**src/rtl/owd_pkg.sv**
```systemverilog
// Package: shared defaults and the flag update action type.
// Assumes: widths on the top module override these defaults consistently.
package owd_pkg;

    localparam int unsigned DEF_RES_W = 16;  // oversampled result width
    localparam int unsigned DEF_CMP_W = 12;  // compared field and limit width
    localparam int unsigned DEF_CH_W  = 3;   // channel tag width

    // Action the sticky flag register takes on the next edge.
    typedef enum logic [1:0] {
        FLG_HOLD  = 2'd0,
        FLG_SET   = 2'd1,
        FLG_CLEAR = 2'd2
    } flg_act_e;

endpackage

```
**src/rtl/owd_window_cmp.sv**
```systemverilog
// Module: owd_window_cmp
// Takes the top CMP_W bits of a RES_W-bit result and reports whether the
// value lies strictly above the upper limit or strictly below the lower one.
// Assumes: RES_W >= CMP_W; purely combinational.
module owd_window_cmp #(
    parameter int unsigned RES_W = owd_pkg::DEF_RES_W,
    parameter int unsigned CMP_W = owd_pkg::DEF_CMP_W
) (
    input  logic [RES_W-1:0] res_i,
    input  logic [CMP_W-1:0] hi_i,
    input  logic [CMP_W-1:0] lo_i,
    output logic             above_o,
    output logic             below_o
);

    localparam int unsigned DROP_W = RES_W - CMP_W;

    logic [CMP_W-1:0] cmp_val;

    // Select the most significant field of the result.
    assign cmp_val = res_i[RES_W-1 -: CMP_W];

    // The discarded low bits are deliberately left out of the comparison.
    generate
        if (DROP_W > 0) begin : g_drop
            logic unused_low_bits;
            assign unused_low_bits = ^res_i[DROP_W-1:0];
        end
    endgenerate

    // Strict window comparison against both limits.
    always_comb begin
        above_o = (cmp_val > hi_i);
        below_o = (cmp_val < lo_i);
    end

endmodule

```
**src/rtl/owd_chan_filter.sv**
```systemverilog
// Module: owd_chan_filter
// Decides whether a tagged result is in scope: every channel when
// single-channel mode is off, otherwise only the programmed channel.
// Assumes: channel tag and selection share the same width.
module owd_chan_filter #(
    parameter int unsigned CH_W = owd_pkg::DEF_CH_W
) (
    input  logic            single_i,
    input  logic [CH_W-1:0] tag_i,
    input  logic [CH_W-1:0] sel_i,
    output logic            in_scope_o
);

    // Scope decision: pass everything, or demand an exact tag match.
    always_comb begin
        in_scope_o = single_i ? (tag_i == sel_i) : 1'b1;
    end

endmodule

```
**src/rtl/owd_flag_reg.sv**
```systemverilog
// Module: owd_flag_reg
// Sticky flag: set by a qualified hit, cleared by a one-cycle clear pulse,
// a coincident hit outranks the clear.
// Assumes: synchronous active-low reset; inputs are synchronous to clk.
module owd_flag_reg
    import owd_pkg::*;
(
    input  logic clk,
    input  logic rst_n,
    input  logic hit_i,
    input  logic clr_i,
    output logic flag_o
);

    flg_act_e act;

    // Priority encode the update: set first, then clear, else hold.
    always_comb begin
        if (hit_i)
            act = FLG_SET;
        else if (clr_i)
            act = FLG_CLEAR;
        else
            act = FLG_HOLD;
    end

    // Register the flag according to the chosen action.
    always_ff @(posedge clk) begin
        if (!rst_n) begin
            flag_o <= 1'b0;
        end else begin
            case (act)
                FLG_SET:   flag_o <= 1'b1;
                FLG_CLEAR: flag_o <= 1'b0;
                default:   flag_o <= flag_o;
            endcase
        end
    end

endmodule

```
**src/rtl/ovs_window_monitor.sv**
```systemverilog
// Module: ovs_window_monitor
// Window watchdog for oversampled results. On each valid strobe, with the
// enable high and the channel in scope, the upper field of the result is
// compared with the limits; an out-of-window value raises a sticky flag.
// Assumes: res_valid_i is a single-cycle strobe; configuration is quasi-static.
module ovs_window_monitor #(
    parameter int unsigned RES_W = owd_pkg::DEF_RES_W,
    parameter int unsigned CMP_W = owd_pkg::DEF_CMP_W,
    parameter int unsigned CH_W  = owd_pkg::DEF_CH_W
) (
    input  logic             clk,
    input  logic             rst_n,
    input  logic             res_valid_i,
    input  logic [RES_W-1:0] res_data_i,
    input  logic [CH_W-1:0]  res_chan_i,
    input  logic             wd_en_i,
    input  logic             single_ch_i,
    input  logic [CH_W-1:0]  sel_chan_i,
    input  logic [CMP_W-1:0] thr_high_i,
    input  logic [CMP_W-1:0] thr_low_i,
    input  logic             flag_clr_i,
    output logic             flag_o
);

    logic above;
    logic below;
    logic in_scope;
    logic hit;

    owd_window_cmp #(
        .RES_W (RES_W),
        .CMP_W (CMP_W)
    ) u_cmp (
        .res_i   (res_data_i),
        .hi_i    (thr_high_i),
        .lo_i    (thr_low_i),
        .above_o (above),
        .below_o (below)
    );

    owd_chan_filter #(
        .CH_W (CH_W)
    ) u_filt (
        .single_i   (single_ch_i),
        .tag_i      (res_chan_i),
        .sel_i      (sel_chan_i),
        .in_scope_o (in_scope)
    );

    // Qualify the window violation with strobe, enable and channel scope.
    always_comb begin
        hit = res_valid_i && wd_en_i && in_scope && (above || below);
    end

    owd_flag_reg u_flag (
        .clk    (clk),
        .rst_n  (rst_n),
        .hit_i  (hit),
        .clr_i  (flag_clr_i),
        .flag_o (flag_o)
    );

endmodule

```
**config.mk**
```make
export PLATFORM = sky130hd
export DESIGN_NAME = ovs_window_monitor
export DESIGN_NICKNAME = d
export VERILOG_FILES = /design/src/rtl/owd_pkg.sv /design/src/rtl/owd_window_cmp.sv /design/src/rtl/owd_chan_filter.sv /design/src/rtl/owd_flag_reg.sv /design/src/rtl/ovs_window_monitor.sv
export SDC_FILE = /design/constraint.sdc
export NUM_CORES = 1
export LEC_CHECK = 0
export BUFFER_PORTS_ARGS = -buffer_cell sky130_fd_sc_hd__buf_2
export CORE_MARGIN = 8
export CORE_UTILIZATION = 38
export DETAILED_ROUTE_END_ITERATION = 8
export GPL_ROUTABILITY_DRIVEN = 0
export HOLD_SLACK_MARGIN = 0.05
export PLACE_DENSITY = 0.79
export SLEW_MARGIN = 20
export SYNTH_ARGS = -nofsm -noshare
export SYNTH_HDL_FRONTEND = slang
export SYNTH_SLANG_ARGS = --single-unit
```
**constraint.sdc**
```tcl
create_clock -name clk -period 1.4 [get_ports clk]
set_input_delay 0.14 -clock clk [delete_from_list [all_inputs] [get_ports clk]]
set_output_delay 0.14 -clock clk [all_outputs]
set_load 0.005 [all_outputs]
```
Word-level counts from Yosys, hierarchy flattened
Cells that the tools add are included.
- flip-flop bits (word level): 1
- bits of input ports: 52
- output and inout port bits: 1
- logic and storage cells: 15
- $lt $le $gt $ge: 2
- eq/ne operators: 3
- multiplexer cells: 4
- reductions and logical operators: 5
- operator list (kind ; count):
    $gt A12 B12 Y1 ; 1
    $lt A12 B12 Y1 ; 1
    $mux W2 ; 2
    $eq A3 B3 Y1 ; 1
    $logic_and A1 B1 Y1 ; 3
    $eq A2 B1 Y1 const B ; 1
    $eq A2 B2 Y1 const B ; 1
    $pmux W1 S2 ; 1
    $reduce_bool A2 Y1 ; 1
    $logic_or A1 B1 Y1 ; 1
    $mux W1 ; 1

Depth between registers and ports, before layout
- depth after elaboration: 7
- mapped depth: 7
- depth with buffers taken out: 7

By module
A second synthesis with hierarchy kept.
- cells, all modules: 85
- area, all modules: 665.6 um^2
- by module, submodules not included (module ; instances ; cells an instance ; area an instance (um^2) ; seq. area each (um^2)):
    owd_window_cmp ; 1 ; 77 ; 579.3 ; 0.0
    owd_flag_reg ; 1 ; 3 ; 41.3 ; 20.0
    owd_chan_filter ; 1 ; 4 ; 33.8 ; 0.0
    ovs_window_monitor ; 1 ; 1 ; 11.3 ; 0.0

Least setup slack after synthesis
OpenSTA, ideal clock, no wires.
- kind: input-to-reg
- start point: input thr_high_i[10]
- end point: register u_flag.flag_o
- arrival time: 1.101 ns
- required time: 1.273 ns
- slack: 0.171 ns
- stages: 6
- cell sequence: inv_1 > ha_1 > nand4_1 > or3_1 > o31ai_1 > a31oi_1
- word-level cells in the longest chain between the ends: 6
- elaborated cells between the ends (all ways): 8
- RTL lines (item ; line ; RTL):
    start, declared ; ovs_window_monitor.sv:19 ; input logic [CMP_W-1:0] thr_high_i,
    $gt A12 B12 Y1 (*) ; owd_window_cmp.sv:33 ; above_o = (cmp_val > hi_i);
    $logic_or A1 B1 Y1 (*) ; ovs_window_monitor.sv:52 ; hit = res_valid_i && wd_en_i && in_scope && (above || below);
    $logic_and A1 B1 Y1 (*) ; ovs_window_monitor.sv:52 ;
    $mux W2 (*) ; owd_flag_reg.sv:19 ; if (hit_i)
    $eq A2 B2 Y1 / $eq A2 B1 Y1 (equally long branches) ; owd_flag_reg.sv:32 ; case (act)
    $pmux W1 S2 / $reduce_bool A2 Y1 (equally long branches) ; -- ;
    end signal, assigned ; owd_flag_reg.sv:35 ; default: flag_o <= flag_o;
    end, declared ; owd_flag_reg.sv:12 ; output logic flag_o
Mark *: on every way between the ends. The rest lies on a longest branch, timed or not.
A chain may end at the register's enable or synchronous reset.

Final worst setup path
- start point: input res_data_i[7]
- end point: register u_flag.flag_o
- word-level cells in the longest chain between the ends: 6
- elaborated cells between the ends (all ways): 9
- RTL lines (item ; line ; RTL):
    start, declared ; ovs_window_monitor.sv:14 ; input logic [RES_W-1:0] res_data_i,
    $gt A12 B12 Y1 / $lt A12 B12 Y1 (equally long branches) ; owd_window_cmp.sv:33, owd_window_cmp.sv:34 ;
    $logic_or A1 B1 Y1 (*) ; ovs_window_monitor.sv:52 ;
    $logic_and A1 B1 Y1 (*) ; ovs_window_monitor.sv:52 ;
    $mux W2 (*) ; owd_flag_reg.sv:19 ;
    $eq A2 B2 Y1 / $eq A2 B1 Y1 (equally long branches) ; owd_flag_reg.sv:32 ;
    $pmux W1 S2 / $reduce_bool A2 Y1 (equally long branches) ; -- ;
Marked as above.

==> impl_metrics.py <==
metrics = {
    "finish": {
        "fin_util_pct": 59.55,
        "reg_top3": "u_flag.flag_o (1)",
        "finalNetCount": 217,
        "regArea_um2": 20.02,
        "drive_gt1_share_pct": 42.14,
        "top_register": "u_flag.flag_o",
        "largest_reg_flops": 1,
        "diodes": 0,
        "layout_commonest_cell": "buf_2",
        "final_cell_mix": "buf_2, inv_1, ha_1, a21oi_1, nand2_1",
        "syn_to_final_growth_pct": 52.88,
        "nFillCells": 172,
        "multi_input_area_um2": 600.6,
    },
    "setup_path": {
        "worst-path-buf-inv": 1,
        "cpPeakStageDelay_ns": 0.39,
        "cpLargestDelayFamily": "simple AND/OR/NAND/NOR gates",
        "required_ns": 1.27,
        "cp-startpoint": "res_data_i[7]",
        "startpoint_type": "input pin",
        "reg2reg_from": "u_flag.flag_o",
        "worstPathArrival_ns": 1.24,
        "crit_chain": "buf_2 -> ha_1 -> nand4_1 -> or3_1 -> o31ai_2 -> a31oi_1",
        "worstPathMaxFanout": 3,
        "slowest_stage": "or3_1",
        "critPathKind": "input pin to flip-flop",
        "cp-end-kind": "flip-flop",
    },
    "route": {
        "wl_met2_mm": 1.056,
        "remaining_drc_errors": 0,
        "antenna_left": 0,
        "drtIter0Drc": 9,
        "viasPerCell": 4.943,
        "met3_wirelength_um": 100,
        "drt_wl_total_mm": 1.873,
        "maxUsedRoutingLayer": "met3",
        "drtPass1Iterations": 4,
        "vias": 776,
        "wl_met1_um": 717,
        "wire_per_inst_um": 11.93,
    },
    "sta": {
        "slew_headroom_pct": 86.52,
        "finalClockSkew_ns": 0,
        "period_minus_slack_ns": 1.370,
        "setup_viol": 0,
        "hold_viol": 0,
        "max_slew.worst_pin.slew_ns": 0.2014,
        "min_period_over_period_pct": 97.88,
        "fin_setup_tns_ns": 0,
        "grt_setup_unrepaired": "true",
        "fmax_mhz": 729.8,
        "slew_viol_final": 0,
        "worst_slack_ns": 0.02967,
    },
    "global_route": {
        "antenna_found_initial": 0,
        "track_usage_pct": 10.89,
        "grt_pass1_vias": 839,
        "gr-total-overflow": 0,
        "grt_pass1_wl_mm": 3.160,
        "grt_max_degree": 4,
    },
    "floorplan": {
        "design.die.area_mm2": 0.003292,
        "coreArea_mm2": 0.001670,
        "die_h_um": 57.38,
        "die_w_um": 57.38,
        "std_cell_rows": 15,
        "initial_core_util_pct": 38.95,
        "pin_count": 53,
    },
    "yosys": {
        "ys_ff_latch": 1,
        "ys_types": 22,
        "yosysSeqAreaShare_pct": 3.077,
        "yosysWarnings": 0,
        "synthesis.nets": 165,
        "syn_area_um2": 650.6,
        "syn_avg_cell_area_um2": 7.229,
        "synthesis.instances": 90,
    },
    "cts": {
        "clk_latency_ns": 0,
        "clk_pin_slew_ns": 0,
    },
    "power": {
        "switchingPower_uw": 117.5,
        "leakage_uw": 0.0006131,
        "sw_frac_of_total_pct": 40.94,
        "power_frac_seq_pct": 10.8,
        "p_per_area_mw_per_mm2": 288.4,
        "vdd_ir_drop_max_uv": 186.8,
        "power_frac_comb_pct": 89.2,
        "clkPwrFrac_pct": 0,
        "intPower_uw": 169.4,
    },
    "run_status": {
        "status": "finished, final reports clean",
    },
    "placed_design": {
        "dp_slack_ns": -0.04515,
        "hpwl_mm": 1.753,
        "port_buffers": 48,
    },
    "hold_path": {
        "worstHoldPathType": "input pin to flip-flop",
        "min_from": "rst_n",
    },
    "run": {
        "maxCapViolations": 0,
    },
}
==> cell type report <==
class | instances | share of cell area, %
Tap cell | 17 | 2.138
Multi-Input combinational cell | 66 | 60.38
Inverter | 23 | 8.931
Timing Repair Buffer | 50 | 26.54
Sequential cell | 1 | 2.013
==> metal layers <==
layer  global-route usage (%)  up-vias
li1                         -      411
met2                    23.15       22
met5                        0        -
met4                        0        0
met3                    1.794        0
met1                    11.01      343
==> worst reg2reg max path: stages (launching register included) <==
cell      delay, ns
dfxtp_1        0.31
nand2b_1       0.09
o21ai_2        0.06
nand2_1        0.06
a31oi_1        0.13
==> path summary, 6_finish.rpt <==
check             slack, ns             to  cells after the start
hold / removal         0.37  u_flag.flag_o                      3
setup / recovery       0.03  u_flag.flag_o                      6
hold reg to reg        0.54  u_flag.flag_o                      2
setup reg to reg       0.67  u_flag.flag_o                      4
==> stage by stage <==
stage / cell area [µm²] / total power, µW / hold slack, ns / instances
after floorplan: 650.6 / 157.0 / 0.2562 / 90
after global placement: 927.1 / 249.9 / 0.3696 / 157
after detailed placement: 927.1 / 263.5 / 0.3751 / 157
after CTS: 965.9 / 280.6 / 0.3739 / 157
after global routing: 994.7 / 326.6 / 0.3846 / 157
final: 994.7 / 286.9 / 0.3701 / 157
==> power by group through the flow <==
stage | Combinational (µW) | Sequential (µW) | Clock [µW]
floorplan | 126 | 31.2 | 0
global placement | 219 | 31.0 | 0
detailed placement | 233 | 31.0 | 0
CTS | 250 | 31.0 | 0
global route | 295 | 31.3 | 0
finish | 256 | 31.0 | 0
==> cells in the mapped netlist <==
master,number,area [µm²]
a21o_1,4,30.03
dfxtp_1,1,20.02
a31oi_1,1,6.260
xor2_1,3,26.28
nor3_1,1,5.000
a21oi_1,8,40.04
nor2_1,1,3.750
o21ai_0,2,10.01
nand3_1,2,10.01
ha_1,23,287.8
nand2b_1,1,6.260
a211oi_1,2,15.01
o31a_1,1,8.760
nand2_1,6,22.52
o21ai_1,1,5.000
o211ai_1,1,7.510
nor2b_1,2,12.51
or3_1,1,6.260
o31ai_1,1,7.510
nand4_1,4,25.02
o21ai_2,1,8.760
inv_1,23,86.33
==> logic make-up after synthesis <==
kind of cell,count (synthesis),synth area share [%]
adders and majority gates,23,44.23
buffers and inverters,23,13.27
DFF,1,3.077
AOI/OAI and AO/OA,22,21.35
and+or+nand+nor,18,14.04
xor gates and xnor gates,3,4.039
==> timing repair <==
action	CTS	global route
hold buffers	0	0
gates resized for setup	6	6
endpoints found under the setup margin	1	1
gates cloned	0	0
buffers inserted	0	0
pin swaps	5	7
Power figures use the tool's default switching activity.
